`src/rtl/flit_router_pkg.sv`:
```
package flit_router_pkg;
  localparam int FLIT_W    = 16;
  localparam int ID_W      = 2;
  localparam int NUM_CE    = 1 << ID_W;
  localparam int NUM_MB    = 1 << ID_W;
  localparam int NUM_PORTS = NUM_CE + NUM_MB;
  localparam int PORT_W    = $clog2(NUM_PORTS);
  localparam int CLASS_BIT = FLIT_W - 1;

  typedef logic [PORT_W-1:0] port_t;

  typedef struct packed {
    logic            is_mem;
    logic [ID_W-1:0] id;
  } dest_t;

  // Destination field sits at a prefix-dependent position.
  function automatic dest_t pick_dest(input logic [FLIT_W-1:0] f);
    dest_t d;
    d.is_mem = f[CLASS_BIT];
    if (f[CLASS_BIT])
      d.id = f[CLASS_BIT-1 -: ID_W];
    else if (!f[CLASS_BIT-1])
      d.id = f[CLASS_BIT-2 -: ID_W];
    else
      d.id = f[CLASS_BIT-3 -: ID_W];
    return d;
  endfunction

  // Compute elements occupy the low ports, memory banks the high ones.
  function automatic port_t dest_to_port(input dest_t d);
    port_t base;
    base = d.is_mem ? port_t'(NUM_CE) : '0;
    return base + port_t'(d.id);
  endfunction
endpackage

```
`src/rtl/flit_route_decode.sv`:
```
module flit_route_decode
  import flit_router_pkg::*;
(
  input  logic [FLIT_W-1:0] flit,
  output port_t             dec_port
);
  dest_t dest;
  always_comb begin
    dest     = pick_dest(flit);
    dec_port = dest_to_port(dest);
  end
endmodule

```
`src/rtl/flit_route_track.sv`:
```
module flit_route_track
  import flit_router_pkg::*;
(
  input  logic  clk,
  input  logic  rst_n,
  input  logic  xfer,
  input  logic  flit_more,
  input  port_t dec_port,
  output logic  active,
  output port_t cur_port
);
  port_t route_port;
  logic  pkt_open;
  logic  pkt_close;

  assign pkt_open  = xfer && !active && flit_more;
  assign pkt_close = xfer && !flit_more;
  assign cur_port  = active ? route_port : dec_port;

  always_ff @(posedge clk) begin
    if (!rst_n) begin
      active     <= 1'b0;
      route_port <= '0;
    end else if (pkt_open) begin
      active     <= 1'b1;
      route_port <= dec_port;
    end else if (pkt_close) begin
      active     <= 1'b0;
    end
  end


  pkt_close_chk: assert property (@(posedge clk) disable iff (!rst_n)
    xfer && !flit_more |=> !active);


  route_open_chk: assert property (@(posedge clk) disable iff (!rst_n)
    !active && xfer && flit_more |=> active && route_port == $past(dec_port));


  route_hold_chk: assert property (@(posedge clk) disable iff (!rst_n)
    active && !(xfer && !flit_more) |=> active && $stable(route_port));
endmodule

```
`src/rtl/flit_out_demux.sv`:
```
module flit_out_demux
  import flit_router_pkg::*;
(
  input  logic                               clk,
  input  logic                               rst_n,
  input  port_t                              cur_port,
  input  logic [FLIT_W-1:0]                  in_data,
  input  logic                               in_valid,
  input  logic                               in_more,
  input  logic [NUM_PORTS-1:0]               out_ready,
  output logic [NUM_PORTS-1:0][FLIT_W-1:0]   out_data,
  output logic [NUM_PORTS-1:0]               out_valid,
  output logic [NUM_PORTS-1:0]               out_more,
  output logic                               in_ready
);
  logic [NUM_PORTS-1:0] sel_hot;

  for (genvar p = 0; p < NUM_PORTS; p++) begin : g_port
    assign sel_hot[p]   = (cur_port == port_t'(p));
    assign out_data[p]  = in_data;
    assign out_valid[p] = in_valid && sel_hot[p];
    assign out_more[p]  = in_more && sel_hot[p];
  end

  assign in_ready = |(sel_hot & out_ready);


  one_valid_chk: assert property (@(posedge clk) disable iff (!rst_n)
    $onehot0(out_valid) && (in_valid || out_valid == '0));


  ready_path_chk: assert property (@(posedge clk) disable iff (!rst_n)
    in_valid |-> in_ready == |(out_valid & out_ready));
endmodule

```
`src/rtl/flit_router.sv`:
```
module flit_router
  import flit_router_pkg::*;
(
  input  logic                             clk,
  input  logic                             rst_n,
  input  logic [FLIT_W-1:0]                in_data,
  input  logic                             in_valid,
  input  logic                             in_more,
  output logic                             in_ready,
  output logic [NUM_PORTS-1:0][FLIT_W-1:0] out_data,
  output logic [NUM_PORTS-1:0]             out_valid,
  output logic [NUM_PORTS-1:0]             out_more,
  input  logic [NUM_PORTS-1:0]             out_ready
);
  port_t dec_port;
  port_t cur_port;
  logic  active;
  logic  xfer;

  assign xfer = in_valid && in_ready;

  flit_route_decode u_decode (
    .flit     (in_data),
    .dec_port (dec_port)
  );

  flit_route_track u_track (
    .clk       (clk),
    .rst_n     (rst_n),
    .xfer      (xfer),
    .flit_more (in_more),
    .dec_port  (dec_port),
    .active    (active),
    .cur_port  (cur_port)
  );

  flit_out_demux u_demux (
    .clk       (clk),
    .rst_n     (rst_n),
    .cur_port  (cur_port),
    .in_data   (in_data),
    .in_valid  (in_valid),
    .in_more   (in_more),
    .out_ready (out_ready),
    .out_data  (out_data),
    .out_valid (out_valid),
    .out_more  (out_more),
    .in_ready  (in_ready)
  );


  reset_idle_chk: assert property (@(posedge clk)
    !rst_n |=> !active);
endmodule

```
`config.mk`:
```
export PLATFORM = sky130hd
export DESIGN_NAME = flit_router
export DESIGN_NICKNAME = d
export VERILOG_FILES = /design/src/rtl/flit_router_pkg.sv /design/src/rtl/flit_route_decode.sv /design/src/rtl/flit_route_track.sv /design/src/rtl/flit_out_demux.sv /design/src/rtl/flit_router.sv
export SDC_FILE = /design/constraint.sdc
export NUM_CORES = 1
export LEC_CHECK = 0
export BUFFER_PORTS_ARGS = -buffer_cell sky130_fd_sc_hd__buf_2
export CAP_MARGIN = 25
export CORE_AREA = 2 2 68 70
export DETAILED_ROUTE_END_ITERATION = 16
export DIE_AREA = 0 0 70 72
export PLACE_DENSITY = 0.89
export SLEW_MARGIN = 20
export SYNTH_ARGS = -nofsm -noshare
export SYNTH_HDL_FRONTEND = slang
export SYNTH_HIERARCHICAL = 1
export SYNTH_SLANG_ARGS = --single-unit
```
`constraint.sdc`:
```
create_clock -name clk -period 6.7 [get_ports clk]
set_clock_uncertainty 0.15 [all_clocks]
set_input_delay 0.67 -clock clk [delete_from_list [all_inputs] [get_ports clk]]
set_output_delay 0.67 -clock clk [all_outputs]
set_load 0.05 [all_outputs]
```
==> flow_summary.yaml, run 1 <==
run_status:
  status: "finished clean"
sta:
  drv_slew: 0
  hold_viol_final: 0
  finalSetupViolCount: 0
  fin_crit_sh_pct: 49.13
  worst_pin_slew_ns: 0.2592
  tns_ns: 0
  maxSlewHeadroom_pct: 82.54
  fmax_ghz: 0.3038
  rsz0062_at_grt: "false"
  min_period_ns: 3.292
drt:
  drc: 0
  firstDrtPassIters: 4
  ant_nets: 0
  vias: 763
  drt_iter0_markers: 59
  post_drt_wl_per_cell_um: 12.01
  viasPerCell: 4.239
  drt-total-wl_mm: 2.161
finish:
  multi_input_area_sq_um: 319.1
  layout_common_cells: "73 x buf_2, 12 x nor2_1, 10 x nand2_1, 5 x mux2i_1"
  final_core_util_pct: 20.42
  nets: 158
  antenna_cells: 0
  fill_cells: 465
  drive_gt1_share_pct: 60.94
  area_delta_synth_final_pct: -37.52
  stdcell_count: 180
  seq_area_sq_um: 80.08
  final_common_cell: "buf_2"
die:
  rows: 24
  io_pins: 173
  die_h_um: 72
  die-area_sq_mm: 0.005040
  initial_core_util_pct: 32.69
  core_sq_mm: 0.004264
  die_w_um: 70
power_and_ir_drop:
  pwr-share-clk_pct: 26.3
  ir_worst_vdd_uv: 41.43
  p_leak_nw: 0.4838
  pwr_density_cell_mw_per_mm2: 224.0
  combPwrFrac_pct: 60.0
  p_int_mw: 0.09066
  swShare_pct: 53.53
  p_switching_mw: 0.1044
  total_power_mw: 0.1951
  seq_power_share_pct: 13.7
grt:
  top_usage_layer: "met2"
  grt_use_total_pct: 7.607
  grt_use_met2_pct: 13.86
  grt_pass1_vias: 647
  grt_util_met1_pct: 5.565
  grt-ovfl-total: 0
  grt_first_pass_wirelength_mm: 2.980
  grt_use_met3_pct: 4.028
  antenna_found_initial: 0
  grt_max_degree: 15
synth:
  yosys_register_bits: 4
  synth_cell_types: 18
  syn_inst: 184
  syn_area_per_cell_sq_um: 7.575
  syn-num-nets: 212
  synth_warnings: 6
  seq_area_frac_synth_pct: 5.745
  syn_area_sq_mm: 0.001394
worst_hold_path:
  hold_path_class: "register to register"
critical_path:
  cp.required_ns: 5.88
  crit_path_start_kind: "input port"
  critPathKind: "input port to output port"
  crit_fanout: 11
  arrival_ns: 2.47
  crit_path_end_kind: "output port"
clock_network:
  postCtsHoldBufs: 0
  cts_tree: "yes"
  clk_latency_ns: 0.22
  clk_pin_slew_ns: 0.03
  clock_path_buffers: 2
  numClockSinks: 4
  cts_buffers: 3
  cts_resized: 0
  clock-root-buffer: "clkbuf_8"
  post-cts-setup-buffer-count: 0
  htree_levels: 1
job:
  cap_viol_max_count: 0
place:
  place_inst: 177
  place_hpwl_mm: 1.787
  io_buffers: 73
  gp_congestion: 0.7032
## through the flow
stage          area (sq um)  hold slack (ns)  setup slack, ns
2_1_floorplan          1394           0.2813            3.436
5_1_grt               870.8           0.3447            3.263
6_report              870.8           0.3068            3.408
4_1_cts               870.8           0.3096            3.404
3_3_place_gp          829.5           0.2899            3.464
3_5_place_dp          829.5           0.3054            3.412
## Yosys cell counts (all sizes together)
cell type | number | share of area (%)
buf | 131 | 71
nor2 | 12 | 3.2
nand2 | 10 | 2.7
mux2i | 5 | 3.6
dfxtp | 4 | 5.7
mux2 | 4 | 3.2
nand2b | 4 | 1.8
nor3 | 4 | 1.4
o21ai | 3 | 1.1
mux4 | 2 | 3.8
and2 | 1 | 0.45
and3b | 1 | 0.63
clkbuf | 1 | 0.27
nor2b | 1 | 0.45
or2b | 1 | 0.54
## registers in the layout, indices dropped and copies added (netlist names)
register            flops
u_track/active          1
u_track/route_port      3
## worst paths after layout
path                                      start  slack, ns  cells after the start                                  to
min reg2reg  u_track/route_port[1]$_SDFFE_PN0P_       0.31                      2  u_track/route_port[1]$_SDFFE_PN0P_
max reg2reg         u_track/active$_SDFFE_PN0P_       4.27                      6  u_track/route_port[1]$_SDFFE_PN0P_
min          u_track/route_port[1]$_SDFFE_PN0P_       0.31                      2  u_track/route_port[1]$_SDFFE_PN0P_
max                                 in_data[14]       3.41                      7                            in_ready
## power groups by stage
stage	clock network [mW]	logic, mW	registers [mW]
after global routing	0.0539	0.122	0.0269
after detailed placement	0	0.117	0.0269
after floorplan	0	0.252	0.0266
after global placement	0	0.116	0.0268
final	0.0514	0.117	0.0266
after CTS	0.0529	0.117	0.0266
## worst max-delay path, stage by stage
cell	delay, ns
buf_2	0.15
mux2i_1	0.12
o21ai_1	0.17
mux2_2	0.29
mux4_1	0.56
mux2_2	0.29
buf_2	0.22
## kinds of logic after synthesis
kind of cell	share of synthesized area, %
buffers and inverters	71.36
and+or+nand+nor	11.22
muxes	10.59
DFF	5.745
AOI/OAI and AO/OA	1.077
## routing by layer
layer / wire [um] / up-vias
li1: - / 334
met1: 532 / 317
met2: 1152 / 110
met3: 435 / 2
met4: 40 / 0
met5: 0 / -
## final cells by class
cell class	instances	share of cell area, %
Tap cell	52	7.471
Clock buffer	3	4.741
Multi-Input combinational cell	48	36.64
Sequential cell	4	9.195
Timing Repair Buffer	73	41.95
No activity file was read; power rests on OpenSTA's default activity.
==> run 2: changes to the inputs <==
- CORE_AREA: 2 2 68 70 -> unset
- CORE_ASPECT_RATIO: unset -> 1.2
- CORE_MARGIN: unset -> 1.5
- CORE_UTILIZATION: unset -> 33
- DIE_AREA: 0 0 70 72 -> unset
- PLACE_DENSITY: 0.89 -> 0.9
- clock period: 6.7 -> 3.2 ns (I/O delays scaled with it)
==> flow_summary.yaml, run 2 (same netlist as run 1, synthesis figures left out) <==
die:
  die-area_sq_mm: 0.004624
  die_w_um: 62.33
  die_h_um: 74.19
  core_sq_mm: 0.004004
  initial_core_util_pct: 34.81
  rows: 25
  io_pins: 173
drt:
  vias: 737
  drc: 0
  drt-total-wl_mm: 2.218
  drt_iter0_markers: 19
  post_drt_wl_per_cell_um: 12.19
  viasPerCell: 4.049
  ant_nets: 0
  firstDrtPassIters: 3
finish:
  regMostFlops: "u_track/route_port"
  largest_reg_flops: 3
  final_common_cell: "buf_2"
  drive_gt1_share_pct: 60.94
  area_delta_synth_final_pct: -37.34
  antenna_cells: 0
  layout_common_cells: "73 x buf_2, 12 x nor2_1, 10 x nand2_1, 5 x mux2i_1"
  stdcell_count: 182
  nets: 158
  reg.largest.list: "u_track/route_port: 3 flops, u_track/active: 1 flops"
  fill_cells: 444
clock_network:
  clk_pin_slew_ns: 0.03
  cts_buffers: 3
  post-cts-setup-buffer-count: 0
  postCtsHoldBufs: 0
  clk_latency_ns: 0.21
  cts_resized: 0
  clock-root-buffer: "clkbuf_8"
  clock_path_buffers: 2
  numClockSinks: 4
  htree_levels: 1
  cts_tree: "yes"
grt:
  grt_first_pass_wirelength_mm: 3.001
  grt_use_total_pct: 8.428
  antenna_found_initial: 0
  grt_max_degree: 15
  grt-ovfl-total: 0
  grt_pass1_vias: 632
power_and_ir_drop:
  pwr-share-clk_pct: 25.3
  total_power_mw: 0.4038
  seq_power_share_pct: 13.9
  p_leak_nw: 0.4838
  ir_worst_vdd_uv: 121.5
  combPwrFrac_pct: 60.8
  p_int_mw: 0.1895
  pwr_density_cell_mw_per_mm2: 462.4
  swShare_pct: 53.09
  p_switching_mw: 0.2144
sta:
  maxSlewHeadroom_pct: 81.40
  rsz0062_at_grt: "false"
  min_period_ns: 2.577
  tns_ns: 0
  drv_slew: 0
  fmax_ghz: 0.3880
  hold_viol_final: 0
  fin_crit_sh_pct: 80.53
  worst_pin_slew_ns: 0.2810
  setup_slack_ns: 0.6229
  finalSetupViolCount: 0
run_status:
  status: "finished clean"
critical_path:
  cp.required_ns: 2.73
  crit_path_end_kind: "output port"
  r2r_end: "u_track/route_port[0]$_SDFFE_PN0P_"
  r2r_slack_ns: 0.79
  ff2ff_path_depth: 6
  crit_fanout: 11
  arrival_ns: 2.11
  endpoint: "in_ready"
  crit_start: "in_data[14]"
  r2r_start: "u_track/active$_SDFFE_PN0P_"
  critPathKind: "input port to output port"
  crit_path_start_kind: "input port"
job:
  cap_viol_max_count: 0
worst_hold_path:
  hold_path_class: "input port to register"
place:
  io_buffers: 73
  gp_congestion: 0.8030
  place_hpwl_mm: 1.940
  place_ws_ns: 0.4808
  place_inst: 179
-- run 2: how the worst min path moves through the flow --
stage                                             startpoint                                  to  slack (ns)  cells after the start
final                                                  rst_n  u_track/route_port[2]$_SDFFE_PN0P_        0.27                      3
after CTS                                              rst_n  u_track/route_port[2]$_SDFFE_PN0P_        0.27                      3
after global routing                                   rst_n         u_track/active$_SDFFE_PN0P_        0.28                      2
after detailed placement  u_track/route_port[2]$_SDFFE_PN0P_  u_track/route_port[2]$_SDFFE_PN0P_        0.31                      2
after global placement    u_track/route_port[2]$_SDFFE_PN0P_  u_track/route_port[2]$_SDFFE_PN0P_        0.29                      2
after floorplan           u_track/route_port[0]$_SDFFE_PN0P_  u_track/route_port[0]$_SDFFE_PN0P_        0.28                      2
-- run 2: layer usage --
layer | share of wire [%] | vias up | global-route usage [%]
li1 | - | 333 | -
met1 | 25 | 299 | 5.845
met2 | 50 | 92 | 15.46
met3 | 20 | 13 | 5.900
met4 | 5.0 | 0 | 7.160
met5 | 0 | - | 0
-- run 2: metrics by stage --
stage	hold slack [ns]	utilization, %	instance area, sq um
4_1_cts	0.2663	21.81	873.3
3_3_place_gp	0.2928	20.78	832.0
6_report	0.2716	21.81	873.3
2_1_floorplan	0.2813	-	1394
3_5_place_dp	0.3141	20.78	832.0
5_1_grt	0.2831	21.81	873.3
-- run 2: worst max-delay path, stage by stage --
cell and delay (ns):
buf_2 0.15, mux2i_1 0.12, o21ai_1 0.16, mux2_2 0.27, mux4_1 0.57, mux2_2 0.28, buf_2 0.22
-- run 2: power by group through the flow --
stage / sequential [mW] / combinational, mW / clock (mW)
floorplan: 0.0557 / 0.527 / 0
global placement: 0.0561 / 0.243 / 0
detailed placement: 0.0565 / 0.246 / 0
CTS: 0.0558 / 0.246 / 0.106
global route: 0.0565 / 0.256 / 0.112
finish: 0.0559 / 0.246 / 0.102
-- run 2: area by class of cell --
class	instances	area [sq um]	area share [%]
Clock buffer	3	41.29	4.728
Sequential cell	4	80.08	9.169
Timing Repair Buffer	73	365.4	41.83
Multi-Input combinational cell	48	319.1	36.53
Tap cell	54	67.56	7.736
==> run 3: changes to the inputs <==
- ABC_AREA: unset -> 1
- CORE_UTILIZATION: 33 -> 34
- clock period: 3.2 -> 2.6 ns (I/O delays scaled with it)
==> flow_summary.yaml, run 3 <==
run_status:
  status: "finished clean"
die:
  rows: 25
  die_w_um: 62.93
  die_h_um: 74.91
  die-area_sq_mm: 0.004714
  initial_core_util_pct: 36.31
  core_sq_mm: 0.004035
  io_pins: 173
finish:
  layout_common_cells: "73 x buf_2, 25 x nor2_1, 23 x nand2_1, 11 x nand3_1, 10 x inv_1"
  area_delta_synth_final_pct: -34.50
  final_cell_area_sq_um: 959.7
  drive_gt1_share_pct: 50.30
  fill_cells: 467
  largest_reg_flops: 3
  reg.largest.list: "u_track/route_port: 3 flops, u_track/active: 1 flops"
  nets: 199
  antenna_cells: 0
  final_common_cell: "buf_2"
  regMostFlops: "u_track/route_port"
synth:
  syn_area_sq_mm: 0.001465
  synth.largest_area_cell: "buf_4"
  synth_cell_types: 13
  synth.most_common_cell: "buf_4"
  syn_inst: 222
  synth_edf_count: 0
  synth_top_area_share_pct: 66.10
  synthTopCellsByArea: "buf_4 66%, nor2_1 6.4%, nand2_1 5.9%"
  async_flop_share_pct: 0
  syn-num-nets: 250
  yosys_register_bits: 4
  synth_top_flop_cell: "dfxtp_1"
  seq_area_frac_synth_pct: 5.465
  syn_area_per_cell_sq_um: 6.600
  synth_warnings: 6
  yosys-top-cells-count: "129 x buf_4, 25 x nor2_1, 23 x nand2_1"
drt:
  viasPerCell: 3.960
  post_drt_wl_per_cell_um: 10.88
  drc: 0
  vias: 883
  ant_nets: 0
  drt_iter0_markers: 14
  firstDrtPassIters: 4
  drt-total-wl_mm: 2.426
clock_network:
  htree_levels: 1
  postCtsHoldBufs: 0
  cts_tree: "yes"
  clock_path_buffers: 2
  clock-root-buffer: "clkbuf_8"
  post-cts-setup-buffer-count: 0
  cts_resized: 0
  clk_pin_slew_ns: 0.03
  cts_buffers: 3
  numClockSinks: 4
  clk_latency_ns: 0.22
sta:
  drv_slew: 0
  min_period_ns: 2.082
  tns_ns: 0
  finalSetupViolCount: 0
  setup_slack_ns: 0.5177
  fin_crit_sh_pct: 80.09
  rsz0062_at_grt: "false"
  fmax_ghz: 0.4802
  hold_viol_final: 0
  maxSlewHeadroom_pct: 81.30
  whs_ns: 0.1524
  worst_pin_slew_ns: 0.2802
critical_path:
  crit_path_end_kind: "output port"
  cp.required_ns: 2.19
  crit_fanout: 10
  critPathKind: "register to output port"
  arrival_ns: 1.67
  crit_path_start_kind: "register"
  ff2ff_path_depth: 16
job:
  cap_viol_max_count: 0
power_and_ir_drop:
  pwr_density_cell_mw_per_mm2: 568.1
  ir_worst_vdd_uv: 301.5
  total_power_mw: 0.5452
  p_leak_nw: 0.6040
grt:
  grt-ovfl-total: 0
  antenna_found_initial: 0
  grt_use_total_pct: 9.193
  grt_max_degree: 13
  grt_first_pass_wirelength_mm: 3.394
  grt_pass1_vias: 738
place:
  io_buffers: 73
  placed_area_sq_um: 918.4
  place_hpwl_mm: 2.097
  gp_congestion: 0.8224
  place_ws_ns: 0.3444
worst_hold_path:
  hold_path_class: "input port to register"
  whs_path_depth: 3
==> run 3: changes by cell type in the layout (fill, tap and decap cells not counted), moves of 2 or more <==
cell,before,now
inv_1,0,10
nand2b_1,4,0
buf_4,0,3
mux2i_1,5,0
inv_2,0,4
nor3_1,4,0
nor2_1,12,25
mux2_1,2,0
nand3_1,0,11
nand2_1,10,23
mux2_2,2,0
mux4_1,2,0
o21ai_0,2,4
nand4_1,0,6
==> run 3: path summary, 6_finish.rpt <==
kind	start	to	slack, ns
setup / recovery	u_track/active$_SDFFE_PN0P_	in_ready	0.52
hold / removal	rst_n	u_track/route_port[2]$_SDFFE_PN0P_	0.15
setup reg to reg	u_track/active$_SDFFE_PN0P_	u_track/route_port[1]$_SDFFE_PN0P_	0.53
hold reg to reg	u_track/route_port[1]$_SDFFE_PN0P_	u_track/route_port[1]$_SDFFE_PN0P_	0.35
==> run 3: area by class of cell <==
type | instances | area (sq um) | share of cell area, %
Timing Repair Buffer | 76 | 387.9 | 40.42
Inverter | 14 | 52.55 | 5.476
Multi-Input combinational cell | 72 | 330.3 | 34.42
Clock buffer | 3 | 41.29 | 4.302
Tap cell | 54 | 67.56 | 7.040
Sequential cell | 4 | 80.08 | 8.344
==> run 3: metrics by stage <==
step                      util (%)  instances
after floorplan                  -        222
after global placement       22.76        220
after detailed placement     22.76        220
after CTS                    23.78        223
after global routing         23.78        223
final                        23.78        223
==> run 3: power breakdown <==
part           switching, mW  total [mW]  internal, mW
Combinational          0.270       0.344        0.0743
Clock                 0.0306       0.129        0.0985
Sequential           0.00404      0.0716        0.0675
==> run 3: per-layer routing <==
layer	track usage, %	vias to the layer above	wire length [um]
met3	3.139	13	268
li1	-	447	-
met1	8.409	375	833
met4	6.173	0	61
met5	0	-	0
met2	17.49	48	1262
==> run 3: cell families after synthesis <==
| group | after synthesis | synth area share, % |
|---|---|---|
| buffers and inverters | 146 | 71.99 |
| flip-flops | 4 | 5.466 |
| AO/OA/AOI/OAI | 5 | 2.135 |
| AND/OR/NAND/NOR | 67 | 20.41 |
==> run 3: critical path, stage by stage (launching register included) <==
cell and delay, ns:
dfxtp_1 0.42, inv_2 0.07, o21ai_0 0.15, buf_4 0.21, inv_2 0.07, nand4_1 0.07
nand2_1 0.05, nor2_1 0.11, nand2_1 0.08, buf_2 0.21
